## src/rtl/touch_pkg.sv

```systemverilog
package touch_pkg;
  localparam int BYTE_W = 8;
  localparam int Z_W    = 6;
  localparam int NAXES  = 2;

  typedef enum logic [1:0] {
    ST_IDLE  = 2'd0,
    ST_CLAMP = 2'd1,
    ST_DIV   = 2'd2,
    ST_OUT   = 2'd3
  } tpd_state_t;
endpackage

```

## src/rtl/tpd_unpack.sv

```systemverilog
module tpd_unpack
  import touch_pkg::*;
#(
  parameter int COORD_W = 16
) (
  input  logic               rel_mode,
  input  logic               tap_en,
  input  logic [BYTE_W-1:0]  b0,
  input  logic [BYTE_W-1:0]  b1,
  input  logic [BYTE_W-1:0]  b2,
  input  logic [Z_W-1:0]     b3_low,
  output logic [COORD_W-1:0] x,
  output logic [COORD_W-1:0] y,
  output logic [Z_W-1:0]     z,
  output logic               btn,
  output logic               idle
);
  localparam int REL_W  = BYTE_W + 1;
  localparam int ABS_W  = BYTE_W + 4;

  logic [REL_W-1:0] rel_x, rel_y;
  logic [ABS_W-1:0] abs_x, abs_y;

  always_comb begin
    rel_x = {b0[4], b1};
    rel_y = {b0[5], b2};
    abs_x = {b2[3:0], b0};
    abs_y = {b2[7:4], b1};
    if (rel_mode) begin
      x    = {{(COORD_W-REL_W){rel_x[REL_W-1]}}, rel_x};
      y    = {{(COORD_W-REL_W){rel_y[REL_W-1]}}, rel_y};
      z    = '0;
      btn  = tap_en & b0[0];
      idle = 1'b0;
    end else begin
      x    = {{(COORD_W-ABS_W){1'b0}}, abs_x};
      y    = {{(COORD_W-ABS_W){1'b0}}, abs_y};
      z    = b3_low;
      btn  = 1'b0;
      idle = (abs_x == '0) && (abs_y == '0) && (b3_low == '0);
    end
  end
endmodule

```

## src/rtl/tpd_window.sv

```systemverilog
module tpd_window #(
  parameter int COORD_W = 16
) (
  input  logic               en,
  input  logic [COORD_W-1:0] val,
  input  logic [COORD_W-1:0] lo,
  input  logic [COORD_W-1:0] hi,
  output logic [COORD_W-1:0] lim
);
  always_comb begin
    if (!en)          lim = val;
    else if (val < lo) lim = lo;
    else if (val > hi) lim = hi;
    else              lim = val;
  end

  always_comb begin
    if (en && (lo < hi)) begin
      assert_window_range_R5: assert ((lim >= lo) && (lim <= hi));
    end
  end
endmodule

```

## src/rtl/tpd_divider.sv

```systemverilog
module tpd_divider #(
  parameter int W = 32
) (
  input  logic         clk,
  input  logic         rst,
  input  logic         start,
  input  logic [W-1:0] dividend,
  input  logic [W-1:0] divisor,
  output logic         busy,
  output logic [W-1:0] quotient
);
  localparam int CNT_W = $clog2(W + 1);

  logic [W:0]       rem_q;
  logic [W-1:0]     quo_q;
  logic [W-1:0]     dvs_q;
  logic [CNT_W-1:0] cnt_q;
  logic             busy_q;
  logic [W:0]       shifted;
  logic [W:0]       diff;
  logic             fits;

  always_comb begin
    shifted = {rem_q[W-1:0], quo_q[W-1]};
    diff    = shifted - {1'b0, dvs_q};
    fits    = ~diff[W];
  end

  always_ff @(posedge clk) begin
    if (rst) begin
      rem_q  <= '0;
      quo_q  <= '0;
      dvs_q  <= '0;
      cnt_q  <= '0;
      busy_q <= 1'b0;
    end else if (start) begin
      rem_q  <= '0;
      quo_q  <= dividend;
      dvs_q  <= divisor;
      cnt_q  <= CNT_W'(W);
      busy_q <= 1'b1;
    end else if (busy_q) begin
      rem_q <= fits ? diff : shifted;
      quo_q <= {quo_q[W-2:0], fits};
      cnt_q <= cnt_q - 1'b1;
      if (cnt_q == CNT_W'(1)) busy_q <= 1'b0;
    end
  end

  assign busy     = busy_q;
  assign quotient = quo_q;

  logic [W-1:0]   sav_n;
  logic [2*W-1:0] prod_chk;
  always_ff @(posedge clk) begin
    if (rst)        sav_n <= '0;
    else if (start) sav_n <= dividend;
  end
  assign prod_chk = {{W{1'b0}}, quo_q} * {{W{1'b0}}, dvs_q};

  assert_div_result_R6: assert property (@(posedge clk) disable iff (rst)
    ($fell(busy_q) && (dvs_q != '0)) |->
      ((prod_chk <= {{W{1'b0}}, sav_n}) &&
       (({{W{1'b0}}, sav_n} - prod_chk) < {{W{1'b0}}, dvs_q})));

  assert_div_starts_R8: assert property (@(posedge clk) disable iff (rst)
    start |=> busy_q);
endmodule

```

## src/rtl/touch_report_path.sv

```systemverilog
module touch_report_path
  import touch_pkg::*;
#(
  parameter int COORD_W   = 16,
  parameter int PKT_BYTES = 4
) (
  input  logic                        clk,
  input  logic                        rst,
  input  logic                        cfg_rel_mode,
  input  logic                        cfg_tap_en,
  input  logic                        cfg_clip_en,
  input  logic                        cfg_scale_en,
  input  logic [COORD_W-1:0]          cfg_x_lo,
  input  logic [COORD_W-1:0]          cfg_x_hi,
  input  logic [COORD_W-1:0]          cfg_y_lo,
  input  logic [COORD_W-1:0]          cfg_y_hi,
  input  logic [COORD_W-1:0]          cfg_x_res,
  input  logic [COORD_W-1:0]          cfg_y_res,
  input  logic                        pkt_valid,
  output logic                        pkt_ready,
  input  logic [PKT_BYTES*BYTE_W-1:0] pkt_data,
  output logic                        rpt_valid,
  input  logic                        rpt_ready,
  output logic [COORD_W-1:0]          rpt_x,
  output logic [COORD_W-1:0]          rpt_y,
  output logic [Z_W-1:0]              rpt_z,
  output logic                        rpt_btn
);
  localparam int PROD_W = 2 * COORD_W;

  tpd_state_t state_q;

  logic [COORD_W-1:0] un_x, un_y;
  logic [Z_W-1:0]     un_z;
  logic               un_btn, un_idle;

  logic [COORD_W-1:0] dec_q   [NAXES];
  logic [Z_W-1:0]     dec_z_q;
  logic               dec_btn_q, dec_idle_q, dec_rel_q;
  logic [COORD_W-1:0] lim_q   [NAXES];
  logic               scale_q;
  logic               rdy_q, vld_q;
  logic [COORD_W-1:0] out_q   [NAXES];
  logic [Z_W-1:0]     out_z_q;
  logic               out_btn_q;

  logic               win_en, start;
  logic [COORD_W-1:0] ax_lo   [NAXES];
  logic [COORD_W-1:0] ax_hi   [NAXES];
  logic [COORD_W-1:0] ax_res  [NAXES];
  logic [COORD_W-1:0] lim     [NAXES];
  logic [NAXES-1:0]   busy;
  logic [PROD_W-1:0]  quo     [NAXES];

  assign ax_lo[0]  = cfg_x_lo;
  assign ax_lo[1]  = cfg_y_lo;
  assign ax_hi[0]  = cfg_x_hi;
  assign ax_hi[1]  = cfg_y_hi;
  assign ax_res[0] = cfg_x_res;
  assign ax_res[1] = cfg_y_res;

  tpd_unpack #(.COORD_W(COORD_W)) u_unpack (
    .rel_mode (cfg_rel_mode),
    .tap_en   (cfg_tap_en),
    .b0       (pkt_data[0*BYTE_W +: BYTE_W]),
    .b1       (pkt_data[1*BYTE_W +: BYTE_W]),
    .b2       (pkt_data[2*BYTE_W +: BYTE_W]),
    .b3_low   (pkt_data[3*BYTE_W +: Z_W]),
    .x        (un_x),
    .y        (un_y),
    .z        (un_z),
    .btn      (un_btn),
    .idle     (un_idle)
  );

  assign win_en = cfg_clip_en && !dec_rel_q && !dec_idle_q;
  assign start  = (state_q == ST_CLAMP);

  for (genvar a = 0; a < NAXES; a++) begin : g_axis
    logic [COORD_W-1:0] offs;
    logic [PROD_W-1:0]  num;
    logic [PROD_W-1:0]  den;

    tpd_window #(.COORD_W(COORD_W)) u_window (
      .en  (win_en),
      .val (dec_q[a]),
      .lo  (ax_lo[a]),
      .hi  (ax_hi[a]),
      .lim (lim[a])
    );

    assign offs = lim[a] - ax_lo[a];
    assign num  = PROD_W'(offs) * PROD_W'(ax_res[a]);
    assign den  = PROD_W'(ax_hi[a] - ax_lo[a]);

    tpd_divider #(.W(PROD_W)) u_div (
      .clk      (clk),
      .rst      (rst),
      .start    (start),
      .dividend (num),
      .divisor  (den),
      .busy     (busy[a]),
      .quotient (quo[a])
    );
  end

  always_ff @(posedge clk) begin
    if (rst) begin
      state_q    <= ST_IDLE;
      rdy_q      <= 1'b1;
      vld_q      <= 1'b0;
      dec_z_q    <= '0;
      dec_btn_q  <= 1'b0;
      dec_idle_q <= 1'b0;
      dec_rel_q  <= 1'b0;
      scale_q    <= 1'b0;
      out_z_q    <= '0;
      out_btn_q  <= 1'b0;
      for (int a = 0; a < NAXES; a++) begin
        dec_q[a] <= '0;
        lim_q[a] <= '0;
        out_q[a] <= '0;
      end
    end else begin
      unique case (state_q)
        ST_IDLE: begin
          if (pkt_valid) begin
            dec_q[0]   <= un_x;
            dec_q[1]   <= un_y;
            dec_z_q    <= un_z;
            dec_btn_q  <= un_btn;
            dec_idle_q <= un_idle;
            dec_rel_q  <= cfg_rel_mode;
            rdy_q      <= 1'b0;
            state_q    <= ST_CLAMP;
          end
        end
        ST_CLAMP: begin
          for (int a = 0; a < NAXES; a++) lim_q[a] <= lim[a];
          scale_q <= win_en && cfg_scale_en;
          state_q <= ST_DIV;
        end
        ST_DIV: begin
          if (busy == '0) begin
            for (int a = 0; a < NAXES; a++)
              out_q[a] <= scale_q ? quo[a][COORD_W-1:0] : lim_q[a];
            out_z_q   <= dec_z_q;
            out_btn_q <= dec_btn_q;
            vld_q     <= 1'b1;
            state_q   <= ST_OUT;
          end
        end
        ST_OUT: begin
          if (rpt_ready) begin
            vld_q   <= 1'b0;
            rdy_q   <= 1'b1;
            state_q <= ST_IDLE;
          end
        end
        default: state_q <= ST_IDLE;
      endcase
    end
  end

  assign pkt_ready = rdy_q;
  assign rpt_valid = vld_q;
  assign rpt_x     = out_q[0];
  assign rpt_y     = out_q[1];
  assign rpt_z     = out_z_q;
  assign rpt_btn   = out_btn_q;

  assert_one_in_flight_R8: assert property (@(posedge clk) disable iff (rst)
    rpt_valid |-> !pkt_ready);

  assert_report_hold_R9: assert property (@(posedge clk) disable iff (rst)
    (rpt_valid && !rpt_ready) |=>
      (rpt_valid && $stable(rpt_x) && $stable(rpt_y) && $stable(rpt_z) && $stable(rpt_btn)));

  assert_btn_gated_R2: assert property (@(posedge clk) disable iff (rst)
    (rpt_valid && dec_rel_q && !cfg_tap_en) |-> (!rpt_btn && (rpt_z == '0)));

  assert_scale_bound_R6: assert property (@(posedge clk) disable iff (rst)
    ($rose(rpt_valid) && scale_q) |-> ((rpt_x <= cfg_x_res) && (rpt_y <= cfg_y_res)));

  assert_abs_no_btn_R3: assert property (@(posedge clk) disable iff (rst)
    (rpt_valid && !dec_rel_q) |-> !rpt_btn);
endmodule

```

## config.mk

```make
export PLATFORM = sky130hd
export DESIGN_NAME = touch_report_path
export DESIGN_NICKNAME = d
export VERILOG_FILES = /design/src/rtl/touch_pkg.sv /design/src/rtl/tpd_unpack.sv /design/src/rtl/tpd_window.sv /design/src/rtl/tpd_divider.sv /design/src/rtl/touch_report_path.sv
export SDC_FILE = /design/constraint.sdc
export NUM_CORES = 2
export LEC_CHECK = 0
export ABC_AREA = 0
export BUFFER_PORTS_ARGS = -buffer_cell sky130_fd_sc_hd__buf_4
export CORE_ASPECT_RATIO = 0.75
export CORE_UTILIZATION = 37
export CTS_CLUSTER_DIAMETER = 150
export CTS_CLUSTER_SIZE = 20
export DETAILED_ROUTE_END_ITERATION = 16
export PLACE_DENSITY = 0.59
export SLEW_MARGIN = 5
export SYNTH_ARGS = -nofsm -noshare
export SYNTH_HDL_FRONTEND = slang
export SYNTH_HIERARCHICAL = 1
export SYNTH_SLANG_ARGS = --single-unit
```

## constraint.sdc

```tcl
create_clock -name clk -period 11.28 [get_ports clk]
set_clock_uncertainty 0.15 [all_clocks]
set_input_delay 1.692 -clock clk [delete_from_list [all_inputs] [get_ports clk]]
set_output_delay 1.692 -clock clk [all_outputs]
set_load 0.02 [all_outputs]
```

==> metrics.md <==
| Metric | Value |
|---|---|
| Syn_area_per_cell | 8.50 sq um |
| Largest net degree at the start of global routing | 98 |
| First-pass iteration count of the detailed router | 5 |
| Crit path capture type | flip-flop |
| Most frequent cell after synthesis | inv_1 |
| Drt first-iter violations | 2207 |
| Max-slew headroom | 27.5% |
| Die area | 0.111 sq mm |
| Num rows | 104 |
| First-pass GRT wire length | 184 mm |
| Hold Vio Cnt, Final | 0 |
| Slew at the pin with the worst max-slew slack | 1.09 ns |
| Number of global-route vias before repair | 33.3k |
| Endpoints failing setup | 0 |
| Hold-fix buffers, CTS | 0 |
| Drt wl/cell | 17.7 microns |
| Share of cells above drive strength 1 | 14.0% |
| Pre-CTS setup slack | -0.654 ns |
| Num CTS Buffers | 20 |
| Setup TNS | 0 ns |
| Maximum root-to-sink buffer count | 3 |
| Die X | 385 microns |
| # port buffers | 174 |
| Outcome | completed |
| Max-slew violations | 0 |
| Yosys Warn Count | 6 |
| Gr usage total | 20.8% |
| Fin nets | 6026 |
| Sequential fraction of the synthesis area | 18.3% |
| Synth cell types | 88 |
| Post-synth top area share | 19.4% |
| Reg clk slew, reported paths | 0.09 ns |
| Mapped Area | 0.0406 sq mm |
| Final ANT Viol Nets | 0 |
| Synth area leader | fa_1 |
| Clock root buffer | clkbuf_16 |
| Register bit count reported by yosys | 323 |
| Vias | 33.8k |
| HP Class | reg2reg |
| H-tree depth | 1 |
| Cell mode on critical path | inv_1 |
| Post-route DRC | 0 |
| # Max-Cap Violations | 0 |
| Max Fanout on Critical Path | 5 |
| Fin crit period | 10.91 ns |
| Kind of critical path | in2reg |
| Worst EP required | 11.65 ns |
| Ports | 177 |
| Critical path startpoint category | input port |
| Hpwl dp | 92.3 mm |
| Most common library cells after synthesis | 683 x inv_1, 531 x nand2_1, 405 x ha_1 |
| Post-synth net total | 5710 |
| Worst skew pair latency | 0.58 ns |
| Initial antenna violation count | 4 |
| Die height | 289 microns |
| CTS tree | done |
| Initial core utilization | 37.6% |
| CP max-delay cell | or4b_1 |
| Vias/cell | 5.17 |
| Ys flop type | dfxtp_1 |
| Clk sinks | 323 |
| GRT overflow | 0 |
| GPL Wtd Cong | 0.914 |
| EDFF count, synth | 96 |
| FMAX | 91.7 MHz |
| Area contributors post-synth | fa_1 19%, ha_1 12%, dfxtp_1 11% |
| Max stage delay on crit path | 0.60 ns |
| Synthesis-to-layout area growth | 14.9% |
| Async SR Flop Fraction | 0% |
| Placeable Area | 0.108 sq mm |
| Final WL | 116 mm |
| Tcrit/Tclk final | 96.7% |
| Worst path arrival time | 11.28 ns |
| Post-route worst setup slack | 0.370 ns |
| Mapped Cells | 4775 |
-- kinds of logic (layout without fill, tap and decap cells) --
logic type               after synthesis  in the layout  synth area share (%)
AND/OR/NAND/NOR                     1515           1515                  17.9
buffers and inverters                919           1248                  8.77
AO/OA/AOI/OAI                        861            861                  14.6
adder cells (fa/ha/maj)              799            799                  31.9
flip-flops                           323            323                  18.3
multiplexers                         188            188                  4.80
XOR/XNOR                             170            170                  3.80
other                                  0              2                     0
-- per-layer routing --
layer,up-vias,share of wire [%],track usage (%)
li1,16500,-,-
met1,16400,51,31.6
met2,817,42,31.8
met3,92,5.8,2.68
met4,0,1.4,2.70
met5,-,0,0
-- sequential cells by signal (all words and copies together) (netlist names), 2 cells and up --
| signal | cells |
|---|---|
| g_axis.u_div/dvs_q | 64 |
| g_axis.u_div/quotient | 64 |
| g_axis.u_div/rem_q | 64 |
| dec_q | 32 |
| lim_q | 32 |
| out_q | 32 |
| g_axis.u_div/cnt_q | 12 |
| dec_z_q | 6 |
| rpt_z | 6 |
| g_axis.u_div/busy | 2 |
| state_q | 2 |
-- area by class of cell --
class	count	area (sq um)
clock inverters	2	50.0
diodes	2	5.00
inverters	683	2560
clock buffers	33	549
flip-flops and latches	323	7440
repair buffers	530	4200
well taps	1431	1790
fillers	10700	61300
multi-input cells	3533	30100
-- final timing paths --
kind                                                start                                         to  slack [ns]  depth (start not counted)
worst max register to register  dec_q[0][9]$_SDFFCE_PN0P_  g_axis[0].u_div/quotient[28]$_SDFFE_PP0P_        0.95                         38
worst max-delay path                         cfg_x_lo[11]  g_axis[0].u_div/quotient[28]$_SDFFE_PP0P_        0.37                         40
worst min-delay path              dec_z_q[3]$_SDFFE_PP0P_                      rpt_z[3]$_SDFFE_PP0P_        0.31                          2
worst min register to register    dec_z_q[3]$_SDFFE_PP0P_                      rpt_z[3]$_SDFFE_PP0P_        0.31                          2
-- cells in the final DEF, fill, tap and decap left out, types with 35 or more instances in the layout --
| master | instances |
|---|---|
| o21a_1 | 41 |
| nand4_1 | 51 |
| xor2_1 | 51 |
| nor2b_1 | 84 |
| a21oi_1 | 216 |
| o21ai_0 | 141 |
| nand3_1 | 42 |
| nor3_1 | 36 |
| edfxtp_1 | 96 |
| nor2_1 | 364 |
| ha_1 | 399 |
| a31oi_1 | 90 |
| nand2b_1 | 35 |
| fa_1 | 389 |
| nand2_1 | 531 |
| dfxtp_1 | 224 |
| xnor2_1 | 110 |
| buf_4 | 509 |
| a21o_1 | 78 |
| mux2i_1 | 172 |
| inv_1 | 683 |
| and2_1 | 254 |
-- timing repair --
item / 4_1_cts / 5_1_grt
gates cloned: 0 / 1
pin swaps: 0 / 43
endpoints found under the setup margin: 2 / 24
resized for setup: 1 / 84
setup buffers: 0 / 13
-- through the flow --
stage	util (%)	hold slack, ns	cell area, sq um	instances
floorplan	-	0.282	40600	4775
global placement	42.2	0.294	45500	6486
global route	43.2	0.334	46700	6535
CTS	42.7	0.309	46200	6521
finish	43.2	0.309	46700	6537
detailed placement	42.2	0.296	45500	6486
-- worst max-delay path, delay by kind of cell --
family	cells	cell delay (ns)
AND/OR/NAND/NOR	11	2.84
XOR/XNOR	2	0.35
buffers and inverters	10	0.75
AO/OA/AOI/OAI	7	1.38
adder cells (fa/ha/maj)	10	4.25
Power is left out: the tool's default activity adds up to more than one toggle a clock period on the data nets, which glitch-free logic cannot reach.
